<file path="config.mk">
export PLATFORM = sky130hd
export DESIGN_NAME = spi_cmd_engine
export DESIGN_NICKNAME = d
export VERILOG_FILES = /design/src/rtl/spi_cmd_engine.sv
export SDC_FILE = /design/constraint.sdc
export NUM_CORES = 1
export LEC_CHECK = 0
export BUFFER_PORTS_ARGS = -buffer_cell sky130_fd_sc_hd__buf_4
export CORE_MARGIN = 2
export CORE_UTILIZATION = 35
export DETAILED_ROUTE_END_ITERATION = 8
export GPL_TIMING_DRIVEN = 0
export HOLD_SLACK_MARGIN = 0.02
export SETUP_SLACK_MARGIN = 0.02
export SYNTH_ARGS = -nofsm -noshare
export SYNTH_HDL_FRONTEND = slang
export SYNTH_SLANG_ARGS = --single-unit
</file>
<file path="constraint.sdc">
create_clock -name clk -period 3.6 [get_ports clk]
set_clock_uncertainty 0.15 [all_clocks]
set_input_delay 0.36 -clock clk [delete_from_list [all_inputs] [get_ports clk]]
set_output_delay 0.36 -clock clk [all_outputs]
set_load 0.1 [all_outputs]
</file>
<file path="src/rtl/spi_cmd_engine.sv">
module spi_cmd_engine #(
  parameter int SCK_HALF = 2,
  parameter int AW = 4
) (
  input  logic          clk,
  input  logic          rst_n,
  input  logic          bus_en,
  input  logic          bus_we,
  input  logic [AW-1:0] bus_addr,
  input  logic [31:0]   bus_wdata,
  output logic [31:0]   bus_rdata,
  output logic          spi_sck,
  output logic          spi_cs_n,
  output logic          spi_mosi,
  input  logic          spi_miso
);

  localparam int DW = (SCK_HALF > 1) ? $clog2(SCK_HALF) : 1;
  localparam logic [DW-1:0] DIV_LAST = DW'(SCK_HALF - 1);
  localparam logic [AW-1:0] A_CTL = AW'(0);
  localparam logic [AW-1:0] A_OP  = AW'(4);
  localparam logic [AW-1:0] A_DAT = AW'(8);
  localparam logic [31:0] CTL_KEEP = ~32'h0001_0100;

  typedef enum logic [1:0] {S_IDLE, S_LEAD, S_XFER, S_END} st_t;

  st_t         st;
  logic [31:0] ctl_q, op_q, dat_q;
  logic [DW-1:0] div;
  logic        sck_q, cs_q;
  logic [2:0]  bit_q;
  logic [4:0]  byte_q;
  logic [7:0]  sh, rxb;

  logic busy;
  assign busy = (st != S_IDLE);

  logic wr, wr_ctl, wr_op, wr_dat, start;
  assign wr     = bus_en && bus_we;
  assign wr_ctl = wr && bus_addr == A_CTL && !busy;
  assign wr_op  = wr && bus_addr == A_OP;
  assign wr_dat = wr && bus_addr == A_DAT;
  assign start  = wr_ctl && bus_wdata[8] && (bus_wdata[3:0] != 4'd0);

  logic [3:0] tx_n, rx_n;
  logic [4:0] total;
  assign tx_n  = ctl_q[3:0];
  assign rx_n  = ctl_q[7:4];
  assign total = {1'b0, tx_n} + {1'b0, rx_n};

  function automatic logic [7:0] tx_byte(input logic [4:0] idx, input logic [3:0] n,
                                         input logic [31:0] op, input logic [31:0] dat);
    if (idx >= {1'b0, n}) return 8'h00;
    case (idx)
      5'd0: return op[7:0];
      5'd1: return op[31:24];
      5'd2: return op[23:16];
      5'd3: return op[15:8];
      5'd4: return dat[7:0];
      5'd5: return dat[15:8];
      5'd6: return dat[23:16];
      5'd7: return dat[31:24];
      default: return 8'h00;
    endcase
  endfunction

  always_ff @(posedge clk or negedge rst_n) begin
    if (!rst_n) begin
      st     <= S_IDLE;
      ctl_q  <= '0;
      op_q   <= '0;
      dat_q  <= '0;
      div    <= '0;
      sck_q  <= 1'b0;
      cs_q   <= 1'b1;
      bit_q  <= '0;
      byte_q <= '0;
      sh     <= '0;
      rxb    <= '0;
    end else begin
      if (wr_ctl) ctl_q <= bus_wdata & CTL_KEEP;
      if (wr_op)  op_q  <= bus_wdata;
      if (wr_dat) dat_q <= bus_wdata;
      case (st)
        S_IDLE: if (start) begin
          st     <= S_LEAD;
          cs_q   <= 1'b0;
          div    <= '0;
          bit_q  <= '0;
          byte_q <= '0;
          sh     <= op_q[7:0];
        end
        S_LEAD: begin
          if (div == DIV_LAST) begin
            div <= '0;
            st  <= S_XFER;
          end else div <= div + 1'b1;
        end
        S_XFER: begin
          if (div != DIV_LAST) div <= div + 1'b1;
          else begin
            div <= '0;
            if (!sck_q) begin
              sck_q <= 1'b1;
              rxb   <= {rxb[6:0], spi_miso};
            end else begin
              sck_q <= 1'b0;
              if (bit_q == 3'd7) begin
                bit_q <= '0;
                if (byte_q >= {1'b0, tx_n}) dat_q <= {dat_q[23:0], rxb};
                if (byte_q == total - 5'd1) begin
                  st   <= S_END;
                  cs_q <= 1'b1;
                  sh   <= '0;
                end else begin
                  byte_q <= byte_q + 5'd1;
                  sh     <= tx_byte(byte_q + 5'd1, tx_n, op_q, dat_q);
                end
              end else begin
                bit_q <= bit_q + 3'd1;
                sh    <= {sh[6:0], 1'b0};
              end
            end
          end
        end
        S_END: st <= S_IDLE;
        default: st <= S_IDLE;
      endcase
    end
  end

  assign spi_sck  = sck_q;
  assign spi_cs_n = cs_q;
  assign spi_mosi = sh[7];

  assign bus_rdata = (bus_addr == A_CTL) ? (ctl_q | {15'd0, busy, 16'd0}) :
                     (bus_addr == A_OP)  ? op_q :
                     (bus_addr == A_DAT) ? dat_q : 32'h0;

endmodule

</file>
==> qor.csv <==
stage,metric,value,unit
clock_tree,h-tree-depth,4,
logic_synthesis,yosysSeqAreaShare,0.429,
logic_synthesis,synth_fa_ha_area_frac,0.0481,
clock_tree,cts_tree,yes,
logic_synthesis,synth-compound-area-share,0.126,
floorplan,coreArea,20200,um^2
logic_synthesis,syn_area,7180,um^2
logic_synthesis,synth_flop_cell,dfrtp_1,
placed_design,placed_area,8100,um^2
logic_synthesis,synth_warnings,0,
timing,tightestPinTransition,0.919,ns
placed_design,place_hpwl,14.7,mm
detailed_routing,firstDrtPassIters,5,
worst_hold_path,hold_path.startpoint,bus_wdata[13],
timing,max_freq,305,MHz
logic_synthesis,yosysTopAreaCell,dfrtp_1,
logic_synthesis,synthXorXnorAreaFrac,0.0129,
clock_tree,root_buffer,clkbuf_16,
timing,setup_tns,0,ns
detailed_routing,wl_per_cell,19.7,um
finish,fin_nets,830,
clock_tree,cts_buffers,17,
clock_tree,path_clk_slew,0.05,ns
placed_design,place_congestion,0.881,
detailed_routing,vias,5613,
critical_path,r2r_slack,0.33,ns
detailed_routing,drtAntennaViolNets,0,
logic_synthesis,ys_types,56,
global_routing,grt_pass1_wl,32.3,mm
floorplan,row_count,52,
clock_tree,clock_path_buffers,2,
detailed_routing,drt_iter0_drc,473,
critical_path,path_class,reg2reg,
global_routing,antenna_found_initial,0,
logic_synthesis,synthTopCellsByArea,"dfrtp_1, mux2_2, mux2i_1",
outcome,status,finished clean,
timing,post-route-period-util,0.910,
critical_path,startpoint_type,flop,
critical_path,rr_worst_depth,10,
logic_synthesis,synthMostInstantiatedCell,mux2_2,
critical_path,critPathArrivalTime,3.42,ns
logic_synthesis,synth_mux_area_frac,0.262,
timing,drv_slew,0,
logic_synthesis,synth-simple-area-share,0.0852,
pwr,ir_drop,0.000327,V
critical_path,required,3.75,ns
logic_synthesis,synth_top_area_frac,0.425,
worst_hold_path,min_delay_path_depth,2,
floorplan,die_w,147,um
logic_synthesis,syn_inst,667,
timing,finalHoldViolCount,0,
global_routing,globalRoute.totalOverflow,0,
timing,slew_headroom,0.385,
logic_synthesis,synth_top_family_by_area,multiplexers,
logic_synthesis,syn_avg_cell_area,10.8,um^2
global_routing,grt_max_degree,80,
finish,fin_util,0.434,
logic_synthesis,synth-edff-count,0,
clock_tree,clock-sinks,123,
global_routing,grt_usage,0.196,
detailed_routing,via_per_inst,5.38,
global_routing,grt_pass1_vias,5604,
critical_path,cp-end-kind,flop,
finish,stdcell_area,8760,um^2
finish,diodes,0,
floorplan,start_util,0.356,
critical_path,cp_max_fo,10,
clock_tree,post_cts_buffers,0,
pwr,p_leak,0.00400,uW
timing,rsz0062_at_grt,false,
flow_run,max_cap_violations,0,
clock_tree,clock_latency,0.42,ns
logic_synthesis,ys_async_sr_fraction,1.00,
pwr,power_density,652,nW/um^2
floorplan,die_y,147,um
critical_path,reg2reg_from,byte_q[0],
finish,drive_gt1_frac,0.331,
logic_synthesis,syn_nets,735,
detailed_routing,wirelength,20.5,mm
critical_path,reg2reg_to,dat_q[30],
placed_design,port_buffers,73,
floorplan,ioPinCount,76,
logic_synthesis,ys_seq_elements,123,
finish,fillers,2010,
finish,area_growth,22.0,%
worst_hold_path,hold_class,in2reg,
worst_hold_path,whs_endpoint,ctl_q[13],
logic_synthesis,synth_common_cells,"mux2_2, dfrtp_1, nor2_1, a21oi_1",
timing,setup_viol,0,
detailed_routing,drc,0,
timing,layout_min_cycle_time,3.27,ns
floorplan,dieArea,21700,um^2
## metal layers
layer,vias to the layer above,share of wire,global-route usage
met1,2769,0.47,0.271
met4,0,0.026,0.0683
li1,2615,-,-
met2,191,0.46,0.307
met5,-,0,0
met3,38,0.051,0.0385
## timing repair
item,in CTS,in global routing
resized for setup,0,4
hold buffers,2,0
endpoints found under the setup margin,0,38
endpoints found under the hold margin,45,0
## how the worst max path moves through the flow
| stage | cells past startpoint | end | slack (ns) | startpoint |
|---|---|---|---|---|
| global route | 11 | sh[6] | 0.08 | ctl_q[1] |
| global placement | 11 | sh[3] | 0.10 | ctl_q[1] |
| detailed placement | 10 | dat_q[7] | 0.11 | byte_q[0] |
| finish | 10 | dat_q[30] | 0.33 | byte_q[0] |
| CTS | 10 | dat_q[6] | 0.05 | byte_q[0] |
| floorplan | 6 | bus_rdata[10] | 0.48 | bus_addr[2] |
## flip-flops by register name, indices dropped and copies added (netlist names)
register and flops:
ctl_q 30, bit_q 3, rxb 8, spi_sck 1, spi_cs_n 1, byte_q 5, op_q 32, sh 8
st 2, dat_q 32, div 1
## critical path, cell delays in order (launching register included)
cell,delay (ns)
dfrtp_1,0.44
clkbuf_1,0.36
inv_1,0.15
ha_1,0.31
nand2b_1,0.12
a21oi_1,0.08
nor2b_1,0.10
o21ai_0,0.09
a21oi_2,0.44
clkbuf_1,0.51
mux2_2,0.40
## cell usage in the layout (no fill, tap or decap), types with 12 or more instances in the layout
master,count
nor2_1,81
nand2_1,17
mux2_2,134
clkbuf_1,38
a22oi_1,21
ha_1,26
buf_4,72
mux2i_1,36
a21oi_1,49
inv_1,22
clkbuf_16,17
dfrtp_1,122
o21ai_0,12
## area by class of cell
| class | instances | area, um^2 | share of cell area |
|---|---|---|---|
| Sequential cell | 123 | 3080 | 0.352 |
| Buffer | 44 | 180 | 0.0206 |
| Multi-Input combinational cell | 477 | 3850 | 0.440 |
| Inverter | 23 | 86.3 | 0.00986 |
| Timing Repair Buffer | 76 | 599 | 0.0684 |
| Tap cell | 270 | 338 | 0.0386 |
| Clock buffer | 23 | 488 | 0.0557 |
| Clock inverter | 7 | 138 | 0.0157 |
## power breakdown
part	switching, uW	internal, uW	leakage (uW)
sequential	351	1740	0.00159
combinational	1010	789	0.00211
clock	602	1220	0.000305
total	1960	3750	0.00400
## metrics by stage
| stage | instances | hold slack [ns] | total power [uW] | setup WS [ns] |
|---|---|---|---|---|
| finish | 1043 | 0.0418 | 5710 | 0.325 |
| global route | 1043 | 0.0360 | 6040 | 0.0820 |
| CTS | 1043 | 0.0253 | 5730 | 0.0539 |
| detailed placement | 1011 | 0.174 | 3880 | 0.106 |
| global placement | 1010 | 0.309 | 3840 | 0.102 |
| floorplan | 667 | -0.0856 | 3360 | 0.484 |
## logic make-up (layout without fill, tap and decap cells)
logic type | count (synthesis) | count (layout)
adder cells (fa/ha/maj) | 27 | 27
XOR/XNOR | 9 | 9
AO/OA/AOI/OAI | 132 | 132
flip-flops | 123 | 123
AND/OR/NAND/NOR | 138 | 138
multiplexers | 171 | 171
buffers and inverters | 67 | 173
(Power assumes the default switching activity.)
